$ cat src/rtl/pscale_pkg.sv
package pscale_pkg;

  localparam int SEL_W   = 3;
  localparam int RATIO_W = 5;

  // strobes from control to datapath
  typedef struct packed {
    logic clear;    // hold stopped
    logic step;     // one active input tick
    logic wrap;     // this tick closes the period
    logic lowHold;  // keep divClk low (start-up fill)
  } pscStrobe_t;

  function automatic logic [RATIO_W-1:0] ratioOf(input logic [SEL_W-1:0] code);
    logic [RATIO_W-1:0] r;
    case (code)
      3'd0:    r = RATIO_W'(1);
      3'd1:    r = RATIO_W'(2);
      3'd2:    r = RATIO_W'(3);
      3'd3:    r = RATIO_W'(4);
      3'd4:    r = RATIO_W'(6);
      3'd5:    r = RATIO_W'(8);
      default: r = RATIO_W'(12);
    endcase
    return r;
  endfunction

  function automatic logic [RATIO_W-1:0] highOf(input logic [RATIO_W-1:0] ratio);
    logic [RATIO_W-1:0] h;
    h = ratio >> 1;
    if (h == '0) h = RATIO_W'(1);
    return h;
  endfunction

endpackage

$ cat src/rtl/pscale_ctrl.sv
module pscale_ctrl
  import pscale_pkg::*;
#(
  parameter int SW = SEL_W,
  parameter int RW = RATIO_W
) (
  input  logic          clk,
  input  logic          rstN,
  input  logic          srcTick0,
  input  logic          srcTick1,
  input  logic          srcSel,
  input  logic          divRst,
  input  logic [SW-1:0] ratioSel,
  input  logic          atTerm,
  output pscStrobe_t    strb,
  output logic [RW-1:0] curRatio
);

  typedef enum logic [1:0] {ST_IDLE, ST_FILL, ST_RUN} phase_t;

  phase_t        phase;
  logic          activeTick;
  logic [RW-1:0] selRatio;

  assign activeTick = srcSel ? srcTick1 : srcTick0;
  assign selRatio   = RW'(ratioOf(SEL_W'(ratioSel)));

  always_comb begin
    strb         = '0;
    strb.clear   = divRst;
    strb.lowHold = (phase != ST_RUN);
    if (!divRst && activeTick) begin
      strb.step = 1'b1;
      if (phase == ST_IDLE) strb.wrap = (selRatio == RW'(1));
      else                  strb.wrap = atTerm;
    end
  end

  always_ff @(posedge clk or negedge rstN) begin
    if (!rstN) begin
      phase    <= ST_IDLE;
      curRatio <= RW'(1);
    end else if (divRst) begin
      phase    <= ST_IDLE;
    end else if (strb.wrap) begin
      phase    <= ST_RUN;
      curRatio <= selRatio;
    end else if (strb.step && phase == ST_IDLE) begin
      phase    <= ST_FILL;
      curRatio <= selRatio;
    end
  end

endmodule

$ cat src/rtl/pscale_dp.sv
module pscale_dp
  import pscale_pkg::*;
#(
  parameter int RW = RATIO_W
) (
  input  logic          clk,
  input  logic          rstN,
  input  pscStrobe_t    strb,
  input  logic [RW-1:0] curRatio,
  output logic          atTerm,
  output logic [RW-1:0] cntOut,
  output logic          divClk,
  output logic          divEn
);

  logic [RW-1:0] cnt;
  logic [RW-1:0] nextCnt;
  logic [RW-1:0] hiCnt;

  assign nextCnt = cnt + RW'(1);
  assign hiCnt   = RW'(highOf(RATIO_W'(curRatio)));
  assign atTerm  = (cnt == curRatio - RW'(1));
  assign cntOut  = cnt;

  always_ff @(posedge clk or negedge rstN) begin
    if (!rstN) begin
      cnt    <= '0;
      divClk <= 1'b0;
      divEn  <= 1'b0;
    end else if (strb.clear) begin
      cnt    <= '0;
      divClk <= 1'b0;
      divEn  <= 1'b0;
    end else if (strb.wrap) begin
      cnt    <= '0;
      divClk <= 1'b1;
      divEn  <= 1'b1;
    end else if (strb.step) begin
      cnt    <= nextCnt;
      divClk <= !strb.lowHold && (nextCnt < hiCnt);
      divEn  <= 1'b0;
    end else begin
      divEn  <= 1'b0;
    end
  end

endmodule

$ cat src/rtl/pscale_div.sv
module pscale_div
  import pscale_pkg::*;
(
  input  logic             clk,
  input  logic             rstN,
  input  logic             srcTick0,
  input  logic             srcTick1,
  input  logic             srcSel,
  input  logic             divRst,
  input  logic [SEL_W-1:0] ratioSel,
  output logic             divClk,
  output logic             divEn
);

  pscStrobe_t         strb;
  logic [RATIO_W-1:0] curRatio;
  logic [RATIO_W-1:0] dpCnt;
  logic               atTerm;

  pscale_ctrl #(.SW(SEL_W), .RW(RATIO_W)) ctrl_i (
    .clk(clk), .rstN(rstN), .srcTick0(srcTick0), .srcTick1(srcTick1),
    .srcSel(srcSel), .divRst(divRst), .ratioSel(ratioSel),
    .atTerm(atTerm), .strb(strb), .curRatio(curRatio)
  );

  pscale_dp #(.RW(RATIO_W)) dp_i (
    .clk(clk), .rstN(rstN), .strb(strb), .curRatio(curRatio),
    .atTerm(atTerm), .cntOut(dpCnt), .divClk(divClk), .divEn(divEn)
  );

endmodule

$ cat config.mk
export PLATFORM = sky130hd
export DESIGN_NAME = pscale_div
export DESIGN_NICKNAME = d
export VERILOG_FILES = /design/src/rtl/pscale_pkg.sv /design/src/rtl/pscale_ctrl.sv /design/src/rtl/pscale_dp.sv /design/src/rtl/pscale_div.sv
export SDC_FILE = /design/constraint.sdc
export NUM_CORES = 1
export LEC_CHECK = 0
export ABC_AREA = 1
export BUFFER_PORTS_ARGS = -buffer_cell sky130_fd_sc_hd__buf_2
export CAP_MARGIN = 20
export CORE_MARGIN = 2
export CORE_UTILIZATION = 50
export DETAILED_ROUTE_END_ITERATION = 8
export GPL_TIMING_DRIVEN = 1
export PLACE_DENSITY_LB_ADDON = 0.15
export SYNTH_ARGS = -nofsm -noshare
export SYNTH_HDL_FRONTEND = slang
export SYNTH_SLANG_ARGS = --single-unit
$ cat constraint.sdc
create_clock -name clk -period 3.6 [get_ports clk]
set_input_delay 0.36 -clock clk [delete_from_list [all_inputs] [get_ports clk]]
set_output_delay 0.36 -clock clk [all_outputs]
set_load 0.01 [all_outputs]
=== Word-level counts from Yosys, hierarchy flattened ===
Index checks and enable logic that the tools add are counted.

* Bits in registers: 14
* Logic and storage cells: 47

* $add $sub $neg: 2
* $lt $le $gt $ge: 1
* Eq/ne operators: 8
* Multiplexer cells: 18
* Bitwise logic cells: 1
* Reduce and logical (&&, ||, !) cells: 12

{| class="wikitable"
|+ Operators with widths
! cell !! count
|-
| 2-to-1 mux 5 bit || 5
|-
| one-hot mux 4 bit (6 select lines) || 1
|-
| 2-to-1 mux 2 bit || 4
|-
| 2-to-1 mux 1 bit || 7
|-
| == test 3 x 2 -> 1 bit (second input constant) || 2
|-
| == test 3 bit (second input constant) || 2
|-
| nonzero test 3 bit || 2
|-
| adder 5 x 1 -> 5 bit (second input constant) || 1
|-
| == test 5 bit || 1
|-
| zero test 5 bit || 1
|-
| less-than comparator 5 bit || 1
|-
| subtractor 5 x 1 -> 5 bit (second input constant) || 1
|-
| == test 4 x 1 -> 1 bit (second input constant) || 1
|-
| 2-to-1 mux 4 bit || 1
|-
| == test 3 x 1 -> 1 bit (second input constant) || 1
|-
| logical AND 1 bit || 3
|-
| zero test 3 bit || 1
|-
| zero test 1 bit || 2
|-
| zero test 2 bit || 1
|-
| inequality test 2 bit (second input constant) || 1
|-
| AND reduction 2 bit || 1
|-
| nonzero test 2 bit || 1
|-
| inverter 1 bit || 1
|}

=== Longest topological paths before layout ===
* Depth after elaboration: 9
* Mapped depth: 11
* Depth with buffers taken out: 11

=== Modules after synthesis ===
A second synthesis with hierarchy kept.

* Cells, all modules: 131
* Area total of the unflattened synthesis: 944.7 um^2

{| class="wikitable"
|+ By module, submodules not included
! module !! times used !! cells an instance !! area an instance (um^2) !! seq. area each (um^2)
|-
| pscale_dp || 1 || 75 || 563.0 || 175.2
|-
| pscale_ctrl || 1 || 56 || 381.6 || 151.4
|}

=== Worst setup path after synthesis ===
Ideal clock, no wire load.

* Path type: flip-flop to flip-flop
* Start: register ctrl_i.curRatio[0]
* End: register ctrl_i.curRatio[1]
* Arrival: 1.503 ns
* Setup slack: 1.970 ns
* Stages on the path, launching flop included: 11
* Path buffers: 0
* Period minus slack after synthesis: 1.630 ns
* Path through: dfstp_2 inv_1 ha_1 inv_1 nand2_1 nand3_1 nand2_1 nor2_1 nand3_4 nand2_4 o21ai_0

* Word-level cells in the longest chain between the ends: 6

{| class="wikitable"
|+ Ends and longest elaborated chain
! what !! line !! RTL
|-
| from (decl) || pscale_ctrl.sv:16 || <nowiki>output logic [RW-1:0] curRatio</nowiki>
|-
| from (signal assigned) || pscale_ctrl.sv:47 || <nowiki>curRatio <= selRatio;</nowiki>
|-
| from (signal assigned) || pscale_ctrl.sv:50 || <nowiki>curRatio <= selRatio;</nowiki>
|-
| subtractor 5 x 1 -> 5 bit * || pscale_dp.sv:22 || <nowiki>assign atTerm = (cnt == curRatio - RW'(1));</nowiki>
|-
| == test 5 bit * || pscale_dp.sv:22 ||
|-
| 2-to-1 mux 1 bit * || pscale_ctrl.sv:34 || <nowiki>if (phase == ST_IDLE) strb.wrap = (selRatio == RW'(1));</nowiki>
|-
| 2-to-1 mux 2 bit * || pscale_ctrl.sv:32 || <nowiki>if (!divRst && activeTick) begin</nowiki>
|-
| nonzero test 2 bit (no line) || - ||
|-
| AND reduction 2 bit (no line) || - ||
|}

Mark *: on every way between the ends. The rest lies on a longest branch, timed or not.
A chain may end at the register's enable or synchronous reset.

=== Worst setup path in the final report ===
* Start: register ctrl_i.curRatio[0]
* End: register ctrl_i.curRatio[3]

The elaborated chain is that of the path after synthesis.

==> reports/summary.md <==
Run status
- complete, no violations — outcome

Clock network
- clkbuf_4 — master cell of the clock root buffer
- 0.09 ns — post-CTS clock slew at the launch and capture registers of the worst setup and hold paths
- 1 — hold-fix buffers at CTS
- 0 — number of buffers inserted to repair setup after CTS
- built — CTS tree
- 0.28 ns — Worst-Skew Late Latency
- 1 — level count of the clock H-tree
- 13 — clock tree sinks
- 3 — CTS buffer count
- 0 — post-cts sizing count
- 2 — buffers from clock root to sink, at most

Worst setup path
- flop — Setup crit start kind
- 1.73 ns — FF-to-FF setup slack
- 7 — highest fanout seen on the critical path
- ctrl_i.curRatio[0]$_DFFE_PN1P_ — startpoint of the worst-slack reg-to-reg timing path
- ctrl_i.curRatio[3]$_DFFE_PN0P_ — RR Endpoint
- 10 — R2R depth
- 2.09 ns — WP data arrival
- 3.81 ns — Required @ worst endpoint
- flop to flop — classification of the worst setup path
- flop — endpoint class of the critical path

Synth
- 6.822 µm² — Avg Cell Area, Syn
- 934.6 µm² — post-synthesis instance area
- 150 — number of nets produced by synthesis
- 0 — number of enable-type register cells in the synthesized netlist
- 32.13% — area share of the leading cell type in the synthesized netlist
- 137 — number of standard cells after synthesis
- dfrtp_1 — biggest area consumer among synthesized cells
- 13 — Synth Register Bits
- 34.94% — share of synthesized area occupied by flip-flops and latches
- dfrtp_1 — Most used DFF post-synth
- 23 — number of unique standard cell types used by synthesis
- dfrtp_1 32%, nand2_1 17%, inv_1 7.6%, nor2_1 7.2%, nand3_1 6.4% — top post-synthesis cells by area
- 0 — Yosys warning count
- 100.0% — fraction of synthesis flops using an asynchronous set or reset pin

Run
- 0 — number of max-cap violations

STA
- 78.19% — relative max-transition margin
- 0 ns — summed negative setup slack over all endpoints
- 0 — number of failing setup endpoints in the final timing report
- 0.2846 ns — tightest hold margin
- 0 — final number of max-transition violations
- 0.3259 ns — worst-margin pin slew
- 534.2 MHz — highest attainable clock frequency
- 0.01281 ns — final setup skew
- 52.00% — part of the cycle the worst path needs
- no — unrepaired setup endpoints after global routing
- 0 — count of final hold-check violations
- 1.872 ns — time the worst path needs with I/O delays and setup

Placement
- 1.565 mm — post-detailed-placement half-perimeter wirelength
- 1008 µm² — post-place instance area
- 10 — buffers added on ports
- 0.8722 — weighted congestion reported at the end of routability-driven placement

Worst hold path
- ctrl_i.phase[1]$_DFFE_PN0P_ — end point of the worst hold path
- 2 — Hold Path Stages
- divRst — source of the worst hold timing path
- input port to flop — Hold WC Path Type

Global routing
- 0 — GR Overflow Total
- 21.55% — aggregate global-route resource usage
- 0 — initial antenna violation count
- 14 — largest net degree at the start of global routing
- 3.374 mm — global-route wire length before repair
- 779 — number of global-route vias before repair

Pwr
- 0.5656 nW — leakage power total
- 235.4 µV — worst voltage drop across the vdd grid
- 414.0 nW/µm² — Pwr per Cell Area

Layout
- 166 — Layout fillers
- 514.2 µm² — area occupied by multi-input gates
- 59.93% — final standard cell utilization of the core
- 0 — number of inserted diodes
- 1046 µm² — summed area of non-filler cells in the final layout
- 17.88% — share of layout cells above drive strength 1
- 165 — fin nets
- 11.91% — Synth-to-Final Area Change
- 326.6 µm² — register cell area after layout

Route
- 11.30 µm — routed wirelength normalized by instance count
- 0 — remaining number of nets flagged by the antenna check after routing
- 0 — DRC viols
- 871 — vias
- 4.949 — ratio of routed vias to standard cells
- 1.988 mm — Post-Route WL
- 5 — number of detailed-routing iterations run before antenna repair
- 14 — Iteration-0 DRC Markers

Floorplan
- 15 — row count
- 53.55% — initial core utilization
- 1745 µm² — core region area
- 11 — I/O pin count
- 47.24 µm — die outline height
- 47.24 µm — horizontal extent of the die
- 2231 µm² — Die Outline Area

==> worst max-delay path by stage <==
| stage | endpoint | slack [ns] | start |
|---|---|---|---|
| final | ctrl_i.curRatio[3]$_DFFE_PN0P_ | 1.73 | ctrl_i.curRatio[0]$_DFFE_PN1P_ |
| after global routing | ctrl_i.curRatio[3]$_DFFE_PN0P_ | 1.60 | ctrl_i.curRatio[0]$_DFFE_PN1P_ |
| after CTS | dp_i.cntOut[0]$_DFFE_PN0P_ | 1.73 | ctrl_i.curRatio[0]$_DFFE_PN1P_ |
| after detailed placement | dp_i.cntOut[0]$_DFFE_PN0P_ | 1.76 | ctrl_i.curRatio[0]$_DFFE_PN1P_ |
| after global placement | dp_i.cntOut[1]$_DFFE_PN0P_ | 1.79 | ctrl_i.curRatio[0]$_DFFE_PN1P_ |
| after floorplan | ctrl_i.curRatio[1]$_DFFE_PN0P_ | 1.97 | ctrl_i.curRatio[0]$_DFFE_PN1P_ |
==> layout make-up <==
type,count,share of cell area (%)
Clock buffer,3,2.153
Clock inverter,1,0.4785
Inverter,23,8.254
Multi-Input combinational cell,100,49.16
Sequential cell,13,31.22
Tap cell,25,2.990
Timing Repair Buffer,11,5.742
==> routing by layer <==
metal  share of wire (%)  GRT usage [%]
met5                   0              0
met4                 2.9          11.11
met3                 3.8          3.462
met1                  47          27.38
met2                  46          34.86
==> power breakdown <==
part | leakage, nW | total [mW] | switching, mW | internal (mW)
combinational | 0.377 | 0.158 | 0.100 | 0.0584
clock | 0.0177 | 0.0933 | 0.0521 | 0.0412
sequential | 0.171 | 0.181 | 0.0183 | 0.163
total | 0.566 | 0.433 | 0.170 | 0.263
==> flip-flops by register name, indices dropped and copies added, names as in the netlist <==
name             count
dp_i.divEn           1
ctrl_i.curRatio      4
dp_i.cntOut          5
ctrl_i.phase         2
dp_i.divClk          1
==> through the flow <==
step	cells	setup WS, ns	total power, mW
4_1_cts	176	1.735	0.4329
2_1_floorplan	137	1.970	0.3020
3_5_place_dp	171	1.763	0.3388
3_3_place_gp	171	1.785	0.3352
5_1_grt	176	1.596	0.4667
6_report	176	1.728	0.4330
==> kinds of logic (layout without fill, tap and decap cells) <==
family,Yosys count,after routing,synth area share (%)
AOI/OAI and AO/OA,12,12,7.095
buffers and inverters,24,38,10.04
and+or+nand+nor,81,81,39.76
adders and majority gates,4,4,5.355
xor gates and xnor gates,3,3,2.812
DFF,13,13,34.94
==> cells in the final DEF (no fill, tap or decap), drive strengths merged <==
| master | count |
|---|---|
| nand3 | 14 |
| buf | 10 |
| dfrtp | 12 |
| nor2 | 19 |
| ha | 4 |
| dlygate4sd3 | 1 |
| nand2 | 45 |
| clkinv | 1 |
| clkbuf | 3 |
| dfstp | 1 |
| nand4 | 2 |
| a21oi | 1 |
| xor2 | 3 |
| nor3 | 1 |
| o21ai | 10 |
| o211ai | 1 |
| inv | 23 |
==> Yosys cell counts (2+ instances only) <==
master	n
xor2_1	3
o21ai_1	2
nand3_1	12
dfrtp_1	12
nand2_2	2
inv_1	19
nand2_1	42
o21ai_0	7
ha_1	4
nor2_1	18
inv_2	4
==> critical path: stages, from the launching register on <==
cell,delay (ns)
dfstp_2,0.56
inv_1,0.08
ha_1,0.30
nor2_1,0.06
nor2_1,0.11
nand3_1,0.07
nor2_1,0.19
nand3_4,0.15
nand2_4,0.12
nand2_1,0.06
o21ai_1,0.08
Power figures use the tool's default switching activity.
